--- config.mk ---
export PLATFORM = sky130hd
export DESIGN_NAME = hz_ctrl
export DESIGN_NICKNAME = d
export VERILOG_FILES = /design/src/rtl/hz_pkg.sv /design/src/rtl/hz_detect.sv /design/src/rtl/hz_action.sv /design/src/rtl/hz_pipe_reg.sv /design/src/rtl/hz_ctrl.sv
export SDC_FILE = /design/constraint.sdc
export NUM_CORES = 1
export LEC_CHECK = 0
export BUFFER_PORTS_ARGS = -buffer_cell sky130_fd_sc_hd__buf_2
export CORE_UTILIZATION = 45
export CTS_CLUSTER_DIAMETER = 100
export CTS_CLUSTER_SIZE = 40
export DETAILED_ROUTE_END_ITERATION = 10
export HOLD_SLACK_MARGIN = 0.03
export PLACE_DENSITY = 0.89
export SETUP_SLACK_MARGIN = 0.05
export SYNTH_ARGS = -nofsm -noshare
export SYNTH_HDL_FRONTEND = slang
export SYNTH_HIERARCHICAL = 1
export SYNTH_SLANG_ARGS = --single-unit
--- constraint.sdc ---
create_clock -name clk -period 3.4 [get_ports clk]
set_input_delay 0.68 -clock clk [delete_from_list [all_inputs] [get_ports clk]]
set_output_delay 0.68 -clock clk [all_outputs]
set_load 0.1 [all_outputs]
--- src/rtl/hz_pkg.sv ---
`timescale 1ns/1ps
package hz_pkg;
   localparam int CLASS_W = 4;

   typedef enum logic [CLASS_W-1:0] {
      CL_NOP   = 4'd0,
      CL_ALU   = 4'd1,
      CL_LOAD  = 4'd2,
      CL_POP   = 4'd3,
      CL_JUMP  = 4'd4,
      CL_RET   = 4'd5,
      CL_STORE = 4'd6,
      CL_OTHER = 4'd7
   } hz_class_e;

   typedef struct packed {
      logic stall;
      logic bubble;
   } hz_mode_s;

   localparam int N_STAGE = 5;
   localparam int ST_F = 0;
   localparam int ST_D = 1;
   localparam int ST_E = 2;
   localparam int ST_M = 3;
   localparam int ST_W = 4;
endpackage

--- src/rtl/hz_detect.sv ---
`timescale 1ns/1ps
module hz_detect #(
   parameter int RW = 4
) (
   input  logic [hz_pkg::CLASS_W-1:0] d_class,
   input  logic [hz_pkg::CLASS_W-1:0] e_class,
   input  logic [hz_pkg::CLASS_W-1:0] m_class,
   input  logic [RW-1:0]              src_a,
   input  logic [RW-1:0]              src_b,
   input  logic [RW-1:0]              e_dst,
   input  logic                       e_cond,
   output logic                       lu_hit,
   output logic                       ret_hit,
   output logic                       mis_hit
);
   import hz_pkg::*;

   localparam logic [RW-1:0] NO_REG = {RW{1'b1}};
   localparam int N_SRC = 2;

   logic [RW-1:0]    src [N_SRC];
   logic [N_SRC-1:0] match;
   logic             e_is_load;

   assign src[0] = src_a;
   assign src[1] = src_b;

   generate
      for (genvar i = 0; i < N_SRC; i++) begin : g_src
         assign match[i] = (src[i] != NO_REG) && (src[i] == e_dst);
      end
   endgenerate

   assign e_is_load = (e_class == CL_LOAD) || (e_class == CL_POP);
   assign lu_hit    = e_is_load && (|match);
   assign ret_hit   = (d_class == CL_RET) || (e_class == CL_RET) || (m_class == CL_RET);
   assign mis_hit   = (e_class == CL_JUMP) && !e_cond;
endmodule

--- src/rtl/hz_action.sv ---
`timescale 1ns/1ps
module hz_action (
   input  logic             lu_hit,
   input  logic             ret_hit,
   input  logic             mis_hit,
   output hz_pkg::hz_mode_s mode [hz_pkg::N_STAGE]
);
   import hz_pkg::*;

   localparam hz_mode_s NRM = '{stall: 1'b0, bubble: 1'b0};
   localparam hz_mode_s STL = '{stall: 1'b1, bubble: 1'b0};
   localparam hz_mode_s BUB = '{stall: 1'b0, bubble: 1'b1};

   always_comb begin
      for (int s = 0; s < N_STAGE; s++) mode[s] = NRM;
      case ({lu_hit, ret_hit, mis_hit})
         3'b001: begin mode[ST_D] = BUB; mode[ST_E] = BUB; end
         3'b010: begin mode[ST_F] = STL; mode[ST_D] = BUB; end
         3'b011: begin mode[ST_F] = STL; mode[ST_D] = BUB; mode[ST_E] = BUB; end
         3'b100,
         3'b101,
         3'b110,
         3'b111: begin mode[ST_F] = STL; mode[ST_D] = STL; mode[ST_E] = BUB; end
         default: ;
      endcase
   end
endmodule

--- src/rtl/hz_pipe_reg.sv ---
`timescale 1ns/1ps
module hz_pipe_reg #(
   parameter int           W   = 16,
   parameter logic [W-1:0] NOP = '0
) (
   input  logic         clk,
   input  logic         rst_n,
   input  logic         stall,
   input  logic         bubble,
   input  logic [W-1:0] d,
   output logic [W-1:0] q,
   output logic         clash
);
   generate
      if (W < 1) begin : g_bad_w
         $error("hz_pipe_reg: W must be at least 1");
      end
   endgenerate

   always_ff @(posedge clk or negedge rst_n) begin
      if (!rst_n)                q <= NOP;
      else if (bubble && !stall) q <= NOP;
      else if (!stall)           q <= d;
   end

   assign clash = stall && bubble;

   AST_NORMAL_LOAD: assert property (@(posedge clk) disable iff (!rst_n)
      (!stall && !bubble) |=> (q == $past(d)));
   AST_STALL_HOLD: assert property (@(posedge clk) disable iff (!rst_n)
      (stall && !bubble) |=> $stable(q));
   AST_BUBBLE_NOP: assert property (@(posedge clk) disable iff (!rst_n)
      (bubble && !stall) |=> (q == NOP));
endmodule

--- src/rtl/hz_ctrl.sv ---
`timescale 1ns/1ps
module hz_ctrl #(
   parameter int            RW       = 4,
   parameter int            PW       = 16,
   parameter logic [PW-1:0] NOP_WORD = 16'h0010
) (
   input  logic                       clk,
   input  logic                       rst_n,
   input  logic [hz_pkg::CLASS_W-1:0] d_class,
   input  logic [hz_pkg::CLASS_W-1:0] e_class,
   input  logic [hz_pkg::CLASS_W-1:0] m_class,
   input  logic [RW-1:0]              d_src_a,
   input  logic [RW-1:0]              d_src_b,
   input  logic [RW-1:0]              e_dst_mem,
   input  logic                       e_cond,
   input  logic [PW-1:0]              f_next,
   input  logic [PW-1:0]              d_next,
   input  logic [PW-1:0]              e_next,
   output logic                       f_stall,
   output logic                       f_bubble,
   output logic                       d_stall,
   output logic                       d_bubble,
   output logic                       e_stall,
   output logic                       e_bubble,
   output logic                       m_stall,
   output logic                       m_bubble,
   output logic                       w_stall,
   output logic                       w_bubble,
   output logic [PW-1:0]              f_q,
   output logic [PW-1:0]              d_q,
   output logic [PW-1:0]              e_q,
   output logic                       mode_err
);
   import hz_pkg::*;

   localparam int N_REG = 3;

   generate
      if (RW < 2) begin : g_bad_rw
         $error("hz_ctrl: RW must be at least 2");
      end
      if (PW < 1) begin : g_bad_pw
         $error("hz_ctrl: PW must be at least 1");
      end
   endgenerate

   logic             lu_hit, ret_hit, mis_hit;
   hz_mode_s         mode [N_STAGE];
   logic [PW-1:0]    nxt  [N_REG];
   logic [PW-1:0]    qv   [N_REG];
   logic [N_REG-1:0] clash;

   hz_detect #(.RW(RW)) i_detect (
      .d_class (d_class),
      .e_class (e_class),
      .m_class (m_class),
      .src_a   (d_src_a),
      .src_b   (d_src_b),
      .e_dst   (e_dst_mem),
      .e_cond  (e_cond),
      .lu_hit  (lu_hit),
      .ret_hit (ret_hit),
      .mis_hit (mis_hit)
   );

   hz_action i_action (
      .lu_hit  (lu_hit),
      .ret_hit (ret_hit),
      .mis_hit (mis_hit),
      .mode    (mode)
   );

   assign nxt[ST_F] = f_next;
   assign nxt[ST_D] = d_next;
   assign nxt[ST_E] = e_next;

   generate
      for (genvar s = 0; s < N_REG; s++) begin : g_stage
         hz_pipe_reg #(.W(PW), .NOP(NOP_WORD)) i_reg (
            .clk    (clk),
            .rst_n  (rst_n),
            .stall  (mode[s].stall),
            .bubble (mode[s].bubble),
            .d      (nxt[s]),
            .q      (qv[s]),
            .clash  (clash[s])
         );
      end
   endgenerate

   assign f_q      = qv[ST_F];
   assign d_q      = qv[ST_D];
   assign e_q      = qv[ST_E];
   assign mode_err = |clash;

   assign f_stall  = mode[ST_F].stall;
   assign f_bubble = mode[ST_F].bubble;
   assign d_stall  = mode[ST_D].stall;
   assign d_bubble = mode[ST_D].bubble;
   assign e_stall  = mode[ST_E].stall;
   assign e_bubble = mode[ST_E].bubble;
   assign m_stall  = mode[ST_M].stall;
   assign m_bubble = mode[ST_M].bubble;
   assign w_stall  = mode[ST_W].stall;
   assign w_bubble = mode[ST_W].bubble;

   AST_LU_ACTION: assert property (@(posedge clk) disable iff (!rst_n)
      lu_hit |-> (f_stall && d_stall && !d_bubble && e_bubble));
   AST_RET_ACTION: assert property (@(posedge clk) disable iff (!rst_n)
      (ret_hit && !lu_hit) |-> (f_stall && d_bubble && !d_stall));
   AST_MISPREDICT: assert property (@(posedge clk) disable iff (!rst_n)
      mis_hit |-> (d_bubble && e_bubble && !d_stall));
   AST_NO_REG_ID: assert property (@(posedge clk) disable iff (!rst_n)
      (e_dst_mem == {RW{1'b1}}) |-> !lu_hit);
   AST_NO_CLASH: assert property (@(posedge clk) disable iff (!rst_n)
      !mode_err);
endmodule

==> results of run 1 <==
## where the power goes
group          internal, mW  total [mW]  switching, mW
Combinational         0.123       0.662          0.540
Clock                 0.144       0.313          0.168
Sequential            0.625       0.652         0.0269
## metal layers
metal / vias up / GRT usage (%) / wire length, um
li1: 798 / - / -
met1: 785 / 24.39 / 1817
met2: 86 / 34.09 / 2411
met3: 2 / 5.556 / 320
met4: 0 / 6.576 / 31
met5: - / 0 / 0
## cells in the final DEF (no fill, tap or decap), drive strengths merged, types with 3 or more instances in the layout
cell and count:
buf 129, a22o 45, dfrtp 45, nor2 8, clkbuf 7, conb 6, xnor2 6, and2 5
nand2 3, o21ai 3, dfstp 3, nor3b 3
## stage by stage
stage,power [mW],std cells,utilization [%],setup slack [ns]
detailed placement,1.327,322,61.58,0.2412
global route,1.697,330,63.45,0.1635
global placement,1.319,322,61.58,0.3208
floorplan,1.200,157,-,0.1192
finish,1.627,330,63.45,0.2549
CTS,1.642,330,63.45,0.2404
## cell families after synthesis
group           count (synthesis)  synth area share, %
compound gates                 53                21.93
flops                          48                59.48
simple gates                   28                9.327
buf+inv                        16                6.485
xor+xnor                        6                2.594
other cells                     1               0.1851
## area by class of cell
type	count	area share, %
clock buffer	7	2.763
clock inverter	1	0.1812
multi-input combinational	93	25.91
sequential	48	43.61
tap	52	2.355
timing repair buffer	129	25.18
## critical path, delay by kind of cell
| family | cells | cell delay, ns |
|---|---|---|
| and+or+nand+nor | 4 | 0.95 |
| AOI/OAI and AO/OA | 2 | 0.41 |
| buffers and inverters | 2 | 0.41 |
## worst paths after layout
kind	depth (start not counted)	to	from	slack (ns)
setup / recovery	8	mode_err	e_class[3]	0.25
hold / removal	2	g_stage[0].i_reg/q[4]$_DFFE_PN1P_	g_stage[0].i_reg/q[4]$_DFFE_PN1P_	0.47
setup reg to reg	1	g_stage[1].i_reg/q[5]$_DFFE_PN0P_	g_stage[1].i_reg/q[5]$_DFFE_PN0P_	2.67
hold reg to reg	2	g_stage[0].i_reg/q[4]$_DFFE_PN1P_	g_stage[0].i_reg/q[4]$_DFFE_PN1P_	0.47
max in group asynchronous	1	g_stage[1].i_reg/q[3]$_DFFE_PN0P_	rst_n	2.23
min in group asynchronous	1	g_stage[2].i_reg/q[13]$_DFFE_PN0P_	rst_n	0.56
==> reports/results.tsv, run 1 <==
stage	metric	value	unit
clock_tree	clkTransAtPathRegs	0.08	ns
timing	fin_crit	3.145	ns
grt	grt_max_degree	49	
final_layout	multi_input_area	715.7	sq um
drt	vias	1671	
clock_tree	cts_inserted_buffers	5	
setup_path	cp_max_fo	4	
timing	hold_viol	0	
logic_synthesis	synthCells	152	
clock_tree	tritoncts	built	
logic_synthesis	yosys_most_used_dff	dfrtp_1	
grt	overflow	0	
final_layout	fill_cells	333	
setup_path	worst-setup-path-type	primary input to primary output	
drt	drt_iter0_markers	62	
timing	relSlewSlack	33.66	%
pwr	power.density	589.0	mW/mm^2
placed_design	placed_cell_area	0.002681	sq mm
clock_tree	clk_path_buf_depth	2	
pwr	p_leak	1.510	nW
drt	wl	4.580	mm
floorplan	rows	24	
floorplan	start_util	46.52	%
flow_run	drv_cap	0	
timing	rsz0062_at_grt	false	
setup_path	slowest_stage	or3_2	
timing	whs	0.4711	ns
drt	final_antenna_net_count	0	
clock_tree	cts.repair.resized	0	
logic_synthesis	synth.top_cells.by_area	dfrtp_1 56%, a22o_1 19%, dfstp_2 3.9%	
grt	grt_pass1_vias	1650	
placed_design	dp_hpwl	3.515	mm
clock_tree	cts_setup_buffers	0	
drt	post_drt_wl_per_cell	13.88	um
drt	drcViolationCount	0	
floorplan	die_area	0.004774	sq mm
setup_path	worstPathArrival	2.47	ns
worst_hold_path	holdCritPathClass	flip-flop to flip-flop	
drt	firstDrtPassIters	4	
logic_synthesis	yosysSeqAreaShare	59.48	%
timing	finalClockSkew	0	ns
setup_path	max_stage_delay	0.46	ns
timing	setup_violations	0	
final_layout	top_register	g_stage.i_reg/q	
setup_path	cp-end-kind	primary output	
setup_path	cp.required	2.72	ns
setup_path	startpoint_type	primary input	
pwr	vdd_ir_drop_max	0.0003131	V
final_layout	areaGrowthSynthToFinish	36.38	%
floorplan	coreArea	0.004354	sq mm
clock_tree	clock_sinks	48	
logic_synthesis	synth_area_per_cell	13.33	sq um
timing	tns	0	ns
clock_tree	root_buffer	clkbuf_8	
logic_synthesis	synth_warnings	6	
timing	drv_slew	0	
final_layout	reg.largest.list	g_stage.i_reg/q: 48 flops	
clock_tree	cts_hold_buffers	0	
logic_synthesis	synth-edff-count	0	
placed_design	place.gp.congestion	0.7881	
floorplan	dieWidth	69.10	um
final_layout	largest_register_ffs	48	
logic_synthesis	ys_ff_latch	48	
timing	tightestPinTransition	0.9952	ns
final_layout	final_nets	352	
grt	grt_usage	19.98	%
setup_path	cp_common_cell	buf_2	
timing	max_freq	318.0	MHz
logic_synthesis	yosysTopAreaCell	dfrtp_1	
clock_tree	h-tree-depth	2	
floorplan	die_h	69.10	um
logic_synthesis	synth_top_area_share	55.59	%
placed_design	io_buffers	127	
final_layout	drive_above_1_share	52.52	%
logic_synthesis	synth.cells.most_frequent	45 x a22o_1, 45 x dfrtp_1, 6 x buf_4, 6 x buf_6, 6 x xnor2_1	
final_layout	n_antenna_cell	0	
logic_synthesis	async_reset_ff_share	100.0	%
drt	via_per_inst	5.064	
status	outcome	completed	
floorplan	io_pins	134	
final_layout	final_cell_area	0.002763	sq mm
setup_path	path_cells	buf_2 > nor3b_2 > nand4_1 > o22ai_2 > o21ba_2 > and2_1 > or3_2 > buf_2	
grt	grt_antenna_before_repair	0	
logic_synthesis	syn-cell-area	0.002026	sq mm
clock_tree	insertion_delay	0.28	ns
timing	fin_crit_sh	92.50	%
final_layout	regArea	0.001205	sq mm
logic_synthesis	synth.distinct_cells	25	
grt	grt_pass1_wl	7.562	mm
Note: power is estimated with default switching activity, not from simulation.
==> run 2: changes to the inputs <==
ABC_AREA = 1   (was default)
CORE_UTILIZATION = 47   (was 45)
PLACE_DENSITY = 0.9   (was 0.89)
==> reports/results.tsv, run 2 <==
stage	metric	value	unit	change
status	outcome	completed		unchanged
timing	fin_crit	2.943	ns	was 3.145 ns
setup_path	slowest_stage	o311ai_0		was or3_2
timing	rsz0062_at_grt	false		unchanged
clock_tree	clock_sinks	48		unchanged
floorplan	die_area	0.005100	sq mm	was 0.004774 sq mm
setup_path	cp_max_fo	4		unchanged
timing	relSlewSlack	31.88	%	was 33.66%
clock_tree	root_buffer	clkbuf_8		unchanged
timing	setup_violations	0		unchanged
setup_path	path_cells	buf_2 > o311ai_0 > nor2_1 > nor2_4 > nand2_1 > inv_1 > nor2_1 > nand2_2 > buf_2		was buf_2 > nor3b_2 > nand4_1 > o22ai_2 > o21ba_2 > and2_1 > or3_2 > buf_2
setup_path	crit_end	mode_err		unchanged
timing	hold_viol	0		unchanged
placed_design	pre_cts_ws	0.4582	ns	was 0.2412 ns
clock_tree	insertion_delay	0.29	ns	was 0.28 ns
setup_path	worst-setup-path-type	primary input to primary output		unchanged
drt	post_drt_wl_per_cell	10.75	um	was 13.88 um
drt	drt_iter0_markers	113		was 62
flow_run	drv_cap	0		unchanged
setup_path	rrSetupSlack	2.67	ns	about the same
logic_synthesis	synth_warnings	6		unchanged
clock_tree	cts_setup_buffers	0		unchanged
setup_path	reg2reg_from	g_stage[0].i_reg/q[4]$_DFFE_PN1P_		was g_stage[1].i_reg/q[5]$_DFFE_PN0P_
logic_synthesis	yosysMostFrequentCell	nand2_1		
grt	grt_antenna_before_repair	0		unchanged
drt	wl	4.958	mm	was 4.580 mm
setup_path	critical_path.top_delay_family	buffers and inverters		was simple AND/OR/NAND/NOR gates
logic_synthesis	synth.cells.most_frequent	166 x nand2_1, 45 x dfrtp_1, 16 x inv_1		was 45 x a22o_1, 45 x dfrtp_1, 6 x buf_4, 6 x buf_6, 6 x xnor2_1
floorplan	coreArea	0.004504	sq mm	was 0.004354 sq mm
setup_path	cp-end-kind	primary output		unchanged
floorplan	start_util	50.28	%	was 46.52%
floorplan	die_h	71.42	um	was 69.10 um
clock_tree	clk_path_buf_depth	2		unchanged
pwr	p_leak	1.847	nW	was 1.510 nW
logic_synthesis	synth.distinct_cells	22		was 25
floorplan	dieWidth	71.42	um	was 69.10 um
setup_path	r2r_end	g_stage[0].i_reg/q[4]$_DFFE_PN1P_		was g_stage[1].i_reg/q[5]$_DFFE_PN0P_
logic_synthesis	ys_ff_latch	48		unchanged
floorplan	io_pins	134		unchanged
final_layout	fill_cells	371		was 333
timing	setup_ws	0.4567	ns	was 0.2549 ns
logic_synthesis	syn-cell-area	0.002265	sq mm	was 0.002026 sq mm
grt	grt_max_degree	49		unchanged
drt	via_per_inst	4.564		was 5.064
clock_tree	cts_inserted_buffers	5		unchanged
timing	finalClockSkew	0	ns	unchanged
logic_synthesis	synth.top_cells.by_area	dfrtp_1 50%, nand2_1 28%, dfstp_2 3.5%		was dfrtp_1 56%, a22o_1 19%, dfstp_2 3.9%
clock_tree	cts.repair.resized	0		unchanged
timing	tightestPinTransition	1.022	ns	was 0.9952 ns
setup_path	max_stage_delay	0.51	ns	was 0.46 ns
drt	firstDrtPassIters	4		unchanged
logic_synthesis	synth-edff-count	0		unchanged
logic_synthesis	async_reset_ff_share	100.0	%	unchanged
logic_synthesis	yosysTopAreaCell	dfrtp_1		unchanged
grt	overflow	0		unchanged
grt	grt_pass1_wl	8.142	mm	was 7.562 mm
logic_synthesis	yosysSeqAreaShare	53.20	%	was 59.48%
drt	drcViolationCount	0		unchanged
final_layout	final_cell_area	0.003008	sq mm	was 0.002763 sq mm
logic_synthesis	synth_area_per_cell	8.031	sq um	was 13.33 sq um
pwr	power	1.681	mW	was 1.627 mW
grt	grt_pass1_vias	1934		was 1650
timing	fin_crit_sh	86.57	%	was 92.50%
grt	grt_usage	20.21	%	was 19.98%
final_layout	final_cell_mix	165 x nand2_1, 124 x buf_2, 45 x dfrtp_1		was 124 x buf_2, 45 x a22o_1, 45 x dfrtp_1
clock_tree	clkTransAtPathRegs	0.09	ns	was 0.08 ns
final_layout	final_nets	483		was 352
setup_path	cp-startpoint	m_class[1]		was e_class[3]
placed_design	io_buffers	127		unchanged
placed_design	place.gp.congestion	0.7406		was 0.7881
final_layout	drive_above_1_share	37.41	%	was 52.52%
drt	vias	2104		was 1671
final_layout	final_core_util	66.78	%	was 63.45%
logic_synthesis	synth_top_area_share	49.72	%	was 55.59%
final_layout	reg.largest.list	g_stage.i_reg/q: 48 flops		unchanged
pwr	power.density	559.0	mW/mm^2	was 589.0 mW/mm^2
logic_synthesis	yosys_most_used_dff	dfrtp_1		unchanged
clock_tree	cts_hold_buffers	0		unchanged
setup_path	crit_buf_inv	3		was 2
timing	tns	0	ns	unchanged
setup_path	crit_cells	9		was 8
floorplan	rows	24		unchanged
pwr	vdd_ir_drop_max	0.0002664	V	was 0.0003131 V
drt	final_antenna_net_count	0		unchanged
final_layout	areaGrowthSynthToFinish	32.82	%	was 36.38%
placed_design	placed_cell_area	0.002912	sq mm	was 0.002681 sq mm
setup_path	worstPathArrival	2.26	ns	was 2.47 ns
clock_tree	tritoncts	built		unchanged
logic_synthesis	synthCells	282		was 152
worst_hold_path	holdCritPathClass	flip-flop to flip-flop		unchanged
final_layout	largest_register_ffs	48		unchanged
clock_tree	h-tree-depth	2		unchanged
final_layout	layout_commonest_cell	nand2_1		was buf_2
setup_path	startpoint_type	primary input		unchanged
final_layout	n_antenna_cell	0		unchanged
final_layout	top_register	g_stage.i_reg/q		unchanged
worst_hold_path	worstHoldStart	g_stage[1].i_reg/q[5]$_DFFE_PN0P_		was g_stage[0].i_reg/q[4]$_DFFE_PN1P_
setup_path	rr_worst_depth	2		was 1
placed_design	dp_hpwl	3.758	mm	was 3.515 mm
timing	drv_slew	0		unchanged
setup_path	cp.required	2.72	ns	about the same
timing	max_freq	339.8	MHz	was 318.0 MHz
==> run 2: cell type report <==
class                   count  area (sq um)  area share, %
flip-flops and latches     48          1205          40.06
multi-input cells         205         870.8          28.95
repair buffers            130         703.2          23.38
clock buffers               6         82.58          2.745
inverters                  18         67.56          2.246
well taps                  52         65.06          2.163
clock inverters             2         13.76         0.4576
==> run 2: routing by layer <==
| layer | GRT usage [%] | wire length (um) | up-vias |
|---|---|---|---|
| met1 | 23.89 | 2114 | 925 |
| met2 | 35.24 | 2412 | 91 |
| met5 | 0 | 0 | - |
| met3 | 5.204 | 320 | 12 |
| met4 | 8.000 | 110 | 0 |
| li1 | - | - | 1076 |
==> run 2: power by group <==
group | switching [mW] | total (mW) | internal (mW)
Combinational | 0.570 | 0.681 | 0.111
Clock | 0.182 | 0.349 | 0.166
Sequential | 0.0262 | 0.652 | 0.626
==> run 2: worst min-delay path by stage <==
stage                     slack [ns]                                 end  depth (start not counted)
after floorplan                 0.38   g_stage[0].i_reg/q[0]$_DFFE_PN0P_                          0
after global routing            0.50   g_stage[0].i_reg/q[3]$_DFFE_PN0P_                          2
after detailed placement        0.46  g_stage[1].i_reg/q[13]$_DFFE_PN0P_                          2
final                           0.48   g_stage[1].i_reg/q[5]$_DFFE_PN0P_                          2
after global placement          0.46  g_stage[0].i_reg/q[11]$_DFFE_PN0P_                          2
after CTS                       0.48   g_stage[0].i_reg/q[3]$_DFFE_PN0P_                          2
==> run 2: cell families (layout without fill, tap and decap cells) <==
group / Yosys count / in the layout / share of synthesized area, %
AO/OA/AOI/OAI: 4 / 4 / 1.215
buffers and inverters: 34 / 156 / 9.613
flip-flops: 48 / 48 / 53.20
other: 1 / 6 / 0.1656
AND/OR/NAND/NOR: 195 / 195 / 35.80
==> run 2: per-stage QoR <==
| stage | std cells | hold WS, ns |
|---|---|---|
| after floorplan | 287 | 0.3844 |
| after global placement | 453 | 0.4563 |
| after detailed placement | 453 | 0.4606 |
| after CTS | 461 | 0.4830 |
| after global routing | 461 | 0.4997 |
| final | 461 | 0.4775 |
==> run 2: worst register-to-register path: stages (launching register included) <==
cell	delay, ns
dfstp_2	0.54
nand2_1	0.05
nand3_1	0.09
